<file path="src/rtl/swz_pkg.sv">
package swz_pkg;
  localparam int unsigned SWZ_DATA_W = 32;

  typedef struct packed {
    logic                  err;
    logic [SWZ_DATA_W-1:0] data;
  } swz_beat_t;
endpackage

</file>
<file path="src/rtl/swz_field_decode.sv">
module swz_field_decode #(
  parameter int CODE_W    = 4,
  parameter int FIELD_LSB = 4,
  parameter int MIN_TOP   = 5,
  parameter int MAX_TOP   = 11
) (
  input  logic [CODE_W-1:0]        code,
  output logic [MAX_TOP:MIN_TOP]   sel,
  output logic                     code_ok
);
  localparam int TOP_OFS = FIELD_LSB - 1;
  localparam int TOP_W   = CODE_W + 1;

  logic [TOP_W-1:0] top_bit;
  assign top_bit = {1'b0, code} + TOP_W'(TOP_OFS);

  for (genvar g = MIN_TOP; g <= MAX_TOP; g++) begin : g_sel
    assign sel[g] = (top_bit == TOP_W'(g));
  end

  assign code_ok = |sel;

  always_comb begin
    a_r1_single_field: assert ($onehot0(sel)) else $error("R1: more than one field selected");
  end
endmodule

</file>
<file path="src/rtl/swz_rotator.sv">
module swz_rotator #(
  parameter int DATA_W    = 32,
  parameter int FIELD_LSB = 4,
  parameter int MIN_TOP   = 5,
  parameter int MAX_TOP   = 11,
  parameter int ROT_STEP  = 1
) (
  input  logic [DATA_W-1:0]      din,
  input  logic [MAX_TOP:MIN_TOP] sel,
  input  logic                   code_ok,
  output logic [DATA_W-1:0]      dout
);
  logic [DATA_W-1:0] cand [MIN_TOP:MAX_TOP];

  for (genvar g = MIN_TOP; g <= MAX_TOP; g++) begin : g_cand
    localparam int W = g - FIELD_LSB + 1;
    localparam int R = ROT_STEP % W;
    logic [DATA_W-1:0] rot_g;
    always_comb begin
      rot_g = din;
      for (int i = 0; i < W; i++) begin
        rot_g[FIELD_LSB + i] = din[FIELD_LSB + ((i + R) % W)];
      end
    end
    assign cand[g] = rot_g;
  end

  always_comb begin
    dout = din;
    for (int g = MIN_TOP; g <= MAX_TOP; g++) begin
      if (sel[g]) dout = cand[g];
    end
  end

  always_comb begin
    a_r2_low_bits_kept: assert (dout[FIELD_LSB-1:0] == din[FIELD_LSB-1:0])
      else $error("R2: bits below field changed");
    a_r3_passthrough: assert (code_ok || dout == din)
      else $error("R3: out-of-range code altered offset");
    a_r2_high_bits_kept: assert (dout[DATA_W-1:MAX_TOP+1] == din[DATA_W-1:MAX_TOP+1])
      else $error("R2: bits above widest field changed");
  end
endmodule

</file>
<file path="src/rtl/swz_out_stage.sv">
module swz_out_stage
  import swz_pkg::*;
#(
  parameter bit OUT_REG = 1'b1
) (
  input  logic      clk,
  input  logic      rst_n,
  input  logic      in_valid,
  output logic      in_ready,
  input  swz_beat_t in_beat,
  output logic      out_valid,
  input  logic      out_ready,
  output swz_beat_t out_beat
);
  if (OUT_REG) begin : g_reg
    logic      vld_q;
    swz_beat_t beat_q;

    assign in_ready = !vld_q || out_ready;

    always_ff @(posedge clk or negedge rst_n) begin
      if (!rst_n) begin
        vld_q  <= 1'b0;
        beat_q <= '0;
      end else if (in_ready) begin
        vld_q <= in_valid;
        if (in_valid) beat_q <= in_beat;
      end
    end

    assign out_valid = vld_q;
    assign out_beat  = beat_q;

    a_r5_accept_shows: assert property (@(posedge clk) disable iff (!rst_n)
      (in_valid && in_ready) |=> out_valid)
      else $error("R5: accepted beat not presented");
    a_r6_stall_holds: assert property (@(posedge clk) disable iff (!rst_n)
      (out_valid && !out_ready) |=> (out_valid && $stable(out_beat)))
      else $error("R6: stalled result changed");
    a_r7_stall_blocks: assert property (@(posedge clk) disable iff (!rst_n)
      (out_valid && !out_ready) |-> !in_ready)
      else $error("R7: input accepted while stalled");
  end else begin : g_comb
    assign in_ready  = out_ready;
    assign out_valid = in_valid;
    assign out_beat  = in_beat;
  end
endmodule

</file>
<file path="src/rtl/tex_swizzle_unit.sv">
module tex_swizzle_unit
  import swz_pkg::*;
#(
  parameter int CODE_W    = 4,
  parameter int FIELD_LSB = 4,
  parameter int MIN_TOP   = 5,
  parameter int MAX_TOP   = 11,
  parameter int ROT_STEP  = 1,
  parameter bit OUT_REG   = 1'b1
) (
  input  logic                  clk,
  input  logic                  rst_n,
  input  logic                  in_valid,
  output logic                  in_ready,
  input  logic [SWZ_DATA_W-1:0] in_offset,
  input  logic [CODE_W-1:0]     in_log2w,
  output logic                  out_valid,
  input  logic                  out_ready,
  output logic [SWZ_DATA_W-1:0] out_offset,
  output logic                  out_range_err
);
  logic [MAX_TOP:MIN_TOP] field_sel;
  logic                   code_ok;
  swz_beat_t              mid_beat, fin_beat;

  swz_field_decode #(
    .CODE_W(CODE_W), .FIELD_LSB(FIELD_LSB), .MIN_TOP(MIN_TOP), .MAX_TOP(MAX_TOP)
  ) u_decode (
    .code(in_log2w), .sel(field_sel), .code_ok(code_ok)
  );

  swz_rotator #(
    .DATA_W(SWZ_DATA_W), .FIELD_LSB(FIELD_LSB), .MIN_TOP(MIN_TOP),
    .MAX_TOP(MAX_TOP), .ROT_STEP(ROT_STEP)
  ) u_rot (
    .din(in_offset), .sel(field_sel), .code_ok(code_ok), .dout(mid_beat.data)
  );

  assign mid_beat.err = !code_ok;

  swz_out_stage #(.OUT_REG(OUT_REG)) u_stage (
    .clk(clk), .rst_n(rst_n),
    .in_valid(in_valid), .in_ready(in_ready), .in_beat(mid_beat),
    .out_valid(out_valid), .out_ready(out_ready), .out_beat(fin_beat)
  );

  assign out_offset    = fin_beat.data;
  assign out_range_err = fin_beat.err;
endmodule

</file>
<file path="config.mk">
export PLATFORM = sky130hd
export DESIGN_NAME = tex_swizzle_unit
export DESIGN_NICKNAME = d
export VERILOG_FILES = /design/src/rtl/swz_pkg.sv /design/src/rtl/swz_field_decode.sv /design/src/rtl/swz_rotator.sv /design/src/rtl/swz_out_stage.sv /design/src/rtl/tex_swizzle_unit.sv
export SDC_FILE = /design/constraint.sdc
export NUM_CORES = 1
export LEC_CHECK = 0
export BUFFER_PORTS_ARGS = -buffer_cell sky130_fd_sc_hd__buf_4
export CAP_MARGIN = 10
export CORE_MARGIN = 5
export CORE_UTILIZATION = 48
export CTS_CLUSTER_DIAMETER = 150
export CTS_CLUSTER_SIZE = 10
export DETAILED_ROUTE_END_ITERATION = 7
export PLACE_DENSITY = 0.9
export SETUP_SLACK_MARGIN = 0.1
export SKIP_LAST_GASP = 1
export SYNTH_ARGS = -nofsm -noshare
export SYNTH_HDL_FRONTEND = slang
export SYNTH_HIERARCHICAL = 1
export SYNTH_SLANG_ARGS = --single-unit
</file>
<file path="constraint.sdc">
create_clock -name clk -period 1.5 [get_ports clk]
set_clock_uncertainty 0.1 [all_clocks]
set_input_delay 0.3 -clock clk [delete_from_list [all_inputs] [get_ports clk]]
set_output_delay 0.3 -clock clk [all_outputs]
set_load 0.005 [all_outputs]
</file>
==> results of run 1 <==
==> through the flow <==
| stage | instance area (um2) | std cells | worst slack (ns) | util |
|---|---|---|---|---|
| finish | 2786 | 267 | -0.3944 | 0.7443 |
| global route | 2786 | 267 | -0.3890 | 0.7443 |
| CTS | 2704 | 264 | -0.2774 | 0.7223 |
| detailed placement | 2450 | 248 | -0.6296 | 0.6544 |
| global placement | 2450 | 248 | -0.5690 | 0.6544 |
| floorplan | 1906 | 135 | -0.5658 | - |
==> final cells by class <==
type	count	share of cell area
clock inverter	1	0.001796
multi-input combinational	72	0.3278
tap	48	0.02155
timing repair buffer	104	0.3112
inverter	1	0.001347
clock buffer	7	0.03098
sequential	34	0.3053
==> path summary, 6_finish.rpt <==
path,start,endpoint,slack (ns)
worst min register to register,u_stage/out_beat[24],u_stage/out_beat[24],0.41
worst max register to register,u_stage/out_valid,u_stage/out_beat[14],0.18
worst min-delay path,in_valid,u_stage/out_valid,0.14
min in group asynchronous,rst_n,u_stage/out_beat[30],0.40
max in group asynchronous,rst_n,u_stage/out_beat[3],0.59
worst max-delay path,in_log2w[2],u_stage/out_beat[5],-0.39
==> power by group through the flow <==
stage / registers, mW / clock network, mW / logic, mW
finish: 1.15 / 0.680 / 0.848
global route: 1.17 / 0.749 / 0.900
CTS: 1.15 / 0.699 / 0.810
detailed placement: 1.16 / 0 / 0.756
global placement: 1.16 / 0 / 0.741
floorplan: 1.17 / 0 / 0.383
==> sequential cells by signal, summed over array words and instances (netlist names) <==
signal	cells
u_stage/out_valid	1
u_stage/out_beat	33
==> kinds of logic after synthesis <==
logic type	synth area share
simple gates	0.08172
flops	0.4518
buf+inv	0.1355
compound gates	0.02990
mux	0.3010
==> per-layer routing <==
metal,GRT usage,wire length [um],vias up
met5,0,0,-
met4,0.04918,80,0
met3,0.06336,460,10
met2,0.2846,2435,82
met1,0.2030,1958,662
li1,-,-,614
==> synth_stat cells, types with 2 or more instances <==
master,count,area [um2]
buf_12,3,60.06
mux2i_1,6,60.06
mux2_2,4,45.04
dfrtp_1,34,850.8
nand2b_1,2,12.51
mux2_4,30,450.4
nor2_1,6,22.52
nand2_1,3,11.26
o31ai_1,2,15.01
a21oi_1,2,10.01
buf_4,24,180.2
nor3_1,4,20.02
o21ai_1,2,10.01
==> what timing repair did <==
action                                 CTS  global route
gates resized for setup                 22            13
endpoints found under the hold margin   34             0
pin swaps                                7             4
hold buffers                             1             0
buffers inserted                         7             3
setup endpoints to repair                7             7
==> critical path: stages <==
cell      delay, ns
buf_4          0.13
nand2b_4       0.11
nor2_4         0.05
or4_4          0.57
buf_6          0.16
o31ai_4        0.22
o41ai_4        0.12
mux2_4         0.28
==> flow_summary_export.csv, run 1 <==
group,metric,value,unit
timing,slew_headroom,0.7174,
clock_tree,cts_tree,"built",
die,die_y,72.64,um
layout,seqCellArea,850.8,um2
layout,area_delta_synth_final,47.97,%
die,io_pins,75,
timing,finalMaxSlewViolations,0,
timing,tns,-1.462,ns
clock_tree,cts_sinks,34,
timing,tightest_slew,0.4239,ns
timing,rsz0062_at_grt,"true",
pwr,ir_worst_vdd,0.0005391,V
layout,layout_commonest_cell,"buf_4",
timing,period_minus_slack,1.894,ns
critical_path,cp-start-kind,"input pin",
synth,synth_seq_cells,34,
pwr,share_comb_of_total_power,0.316,
clock_tree,cts_htree_levels,2,
critical_path,worstSetupPathType,"in -> reg",
timing,finalHoldViolCount,0,
timing,period_share,1.263,
routing,vias,1368,
synth,ys_seq_area_frac,0.4518,
run,drv_cap,0,
critical_path,r2r_cells,4,
synth,syn_area_per_cell,13.95,um2
pwr,power_density,961.2,nW/um2
die,fp.dieArea,5276,um2
synth,ys_types,26,
timing,setup_viol,6,
layout,final_cell_mix,"buf_4, dfrtp_1, mux2_4",
synth,syn_nets,175,
place,io_buffer_count,74,
layout,layout-drive-gt1-share,0.7580,
pwr,internal_power,1.995,mW
pwr,switching_share,0.2553,
pwr,finalPower,2.678,mW
die,die_w,72.64,um
place,dpl.hpwl,2898,um
die,rows,22,
global_route,grt_pass1_wl,6962,um
synth,synthCells,135,
critical_path,path_max_fanout,5,
clock_tree,cts_root_buf,"clkbuf_8",
critical_path,arrival,1.96,ns
clock_tree,cts_buffers,5,
global_route,antenna_found_initial,0,
clock_tree,clk_pin_slew,0.07,ns
pwr,clkPwrFrac,0.254,
run_status,status,"finished with violations",
routing,post_drt_wl_per_cell,18.48,um
global_route,grt_overflow_total,0,
synth,synth_top_flop_cell,"dfrtp_1",
worst_hold_path,min_path_cells,2,
pwr,seqPwrFrac,0.430,
routing,drt_pass1_iterations,4,
routing,drc,0,
place,place_congestion,0.9017,
layout,nFillCells,251,
clock_tree,clock_latency,0.28,ns
layout,fin_nets,258,
routing,drtIter0Drc,56,
die,core,3744,um2
synth,ys_warn_count,6,
global_route,grt_max_degree,35,
timing,max_freq,527.9,MHz
routing,via_per_inst,5.124,
synth,synth_edf_count,0,
synth,async_reset_ff_frac,1.000,
critical_path,critPathCaptureType,"flip-flop",
global_route,grt_pass1_vias,1453,
die,start_util,0.5030,
routing,wirelength,4935,um
pwr,power_leakage,1.408,nW
run_status,violations,"setup timing",
pwr,p_sw,683.8,uW
synth,synthesis.area,1883,um2
layout,multi_input_area,913.4,um2
worst_hold_path,hp-class,"in -> reg",
clock_tree,cts_buffer_depth,2,
global_route,grt_usage,0.1697,
routing,ant_nets,0,
timing,holdWs,0.1419,ns
timing,post-route-worst-setup-slack,-0.3944,ns
critical_path,required,1.56,ns
layout,antenna-diode-count,0,
Power figures use the tool's default switching activity.
==> inputs of run 2 (changes only) <==
BUFFER_PORTS_ARGS = -buffer_cell sky130_fd_sc_hd__buf_2   (was -buffer_cell sky130_fd_sc_hd__buf_4)
==> run 2 against run 1 <==
- the run still ends with setup timing left
- first-iteration DRC count up 13%
- fmax grew 1.1%
- clock power is essentially flat
- non-clock buffer count decreased by 1
- die area is the same
- global-route usage decreased by 0.37 points
- sequential cell count unchanged
- final cell count is 0.37% lower
- combinational power is 15% lower
- largest cell class unchanged
==> flow_summary_export.csv, run 2 (synthesis results as in run 1) <==
group,metric,value,unit
global_route,grt_overflow_total,0,
critical_path,arrival,1.93,ns
global_route,grt_usage,0.1660,
place,place_congestion,0.9025,
clock_tree,cts_root_buf,"clkbuf_8",
worst_hold_path,hp-class,"in -> reg",
timing,finalMaxSlewViolations,0,
critical_path,required,1.56,ns
place,place_area,2265,um2
pwr,seqPwrFrac,0.451,
pwr,finalPower,2.541,mW
die,core,3744,um2
routing,drc,0,
pwr,p_sw,661.1,uW
die,die_y,72.64,um
timing,slew_headroom,0.7313,
layout,area_delta_synth_final,36.35,%
global_route,grt_pass1_wl,6803,um
clock_tree,cts_tree,"built",
timing,post-route-worst-setup-slack,-0.3730,ns
global_route,grt_max_degree,19,
clock_tree,clock_latency,0.27,ns
layout,layout-drive-gt1-share,0.7477,
pwr,power_density,989.7,nW/um2
die,start_util,0.5030,
pwr,internal_power,1.880,mW
place,dpl.hpwl,3047,um
routing,via_per_inst,5.075,
clock_tree,cts_htree_levels,2,
die,rows,22,
clock_tree,cts_buffers,5,
routing,post_drt_wl_per_cell,16.98,um
routing,vias,1350,
pwr,switching_share,0.2602,
timing,period_share,1.249,
routing,ant_nets,0,
layout,utilization,0.6858,
pwr,share_comb_of_total_power,0.283,
layout,largest_reg_flops,33,
timing,setup_viol,5,
timing,finalHoldViolCount,0,
layout,fin_nets,257,
critical_path,critPathCaptureType,"flip-flop",
clock_tree,cts_sinks,34,
die,fp.dieArea,5276,um2
run_status,status,"finished with violations",
critical_path,rrSetupSlack,0.16,ns
layout,antenna-diode-count,0,
clock_tree,cts_buffer_depth,2,
critical_path,worstSetupPathType,"in -> reg",
critical_path,path_max_fanout,4,
layout,layout_commonest_cell,"buf_2",
run_status,violations,"setup timing",
clock_tree,clk_pin_slew,0.07,ns
critical_path,cp-start-kind,"input pin",
run,drv_cap,0,
layout,design_area,2567,um2
timing,rsz0062_at_grt,"true",
die,die_w,72.64,um
pwr,clkPwrFrac,0.266,
timing,tightest_slew,0.4031,ns
timing,period_minus_slack,1.873,ns
die,io_pins,75,
pwr,power_leakage,1.324,nW
pwr,ir_worst_vdd,0.0006242,V
routing,drtIter0Drc,63,
routing,wirelength,4516,um
place,io_buffer_count,74,
global_route,grt_pass1_vias,1445,
layout,final_cell_mix,"buf_2, dfrtp_1, mux2_4",
timing,max_freq,533.9,MHz
routing,drt_pass1_iterations,4,
global_route,antenna_found_initial,0,
run 2: cell types whose count changed in the layout (fill, tap and decap cells not counted), moves of 2 or more:
cell,before,now
buf_2,0,70
o21ai_2,2,0
nor2_4,3,1
buf_4,92,22
o21ai_1,0,2
run 2: what timing repair did:
item	in CTS	in global routing
pin swaps	2	4
hold buffers	1	0
resized for setup	19	10
setup buffers	6	3
endpoints found under the hold margin	16	0
endpoints found under the setup margin	6	9
run 2: cell type report:
| type | instances | area (um2) |
|---|---|---|
| clock buffers | 6 | 82.58 |
| clock inverters | 2 | 12.51 |
| fillers | 269 | 1176 |
| inverters | 1 | 3.754 |
| multi-input cells | 72 | 885.9 |
| flip-flops and latches | 34 | 850.8 |
| well taps | 48 | 60.06 |
| repair buffers | 103 | 671.9 |
run 2: per-stage QoR:
step,instances,TNS (ns),setup WS (ns),hold slack (ns)
CTS,263,-0.8293,-0.3008,0.1399
detailed placement,248,-3.235,-0.6638,0.1485
floorplan,135,-1.549,-0.5658,-0.09559
global route,266,-1.364,-0.3868,0.1378
global placement,248,-2.890,-0.5795,0.1423
finish,266,-1.197,-0.3730,0.1523
run 2: power groups by stage:
stage	registers [mW]	logic [mW]	clock network (mW)
final	1.14	0.719	0.677
after global routing	1.16	0.769	0.753
after CTS	1.14	0.699	0.712
after detailed placement	1.15	0.651	0
after global placement	1.15	0.633	0
after floorplan	1.17	0.383	0
run 2: worst max-delay path, cell delays in order:
cell and delay (ns):
buf_8 0.08, nand2b_4 0.15, nor2_2 0.06, or4_4 0.55, nor4_4 0.19, mux2_4 0.33, mux2_4 0.27
run 2: path summary, 6_finish.rpt:
kind,start,endpoint,cells after the start
setup / recovery,in_log2w[3],u_stage/out_beat[4],7
hold / removal,in_offset[13],u_stage/out_beat[13],2
setup reg to reg,u_stage/out_valid,u_stage/out_beat[22],4
hold reg to reg,u_stage/out_beat[27],u_stage/out_beat[27],1
max in group asynchronous,rst_n,u_stage/out_beat[10],3
min in group asynchronous,rst_n,u_stage/out_beat[19],2
run 2: metal layers:
metal | vias up | global-route usage | routed length (um)
met5 | - | 0 | 0
met4 | 0 | 0.03484 | 35
met3 | 4 | 0.05647 | 396
met2 | 75 | 0.2946 | 2335
met1 | 661 | 0.1937 | 1749
li1 | 610 | - | -
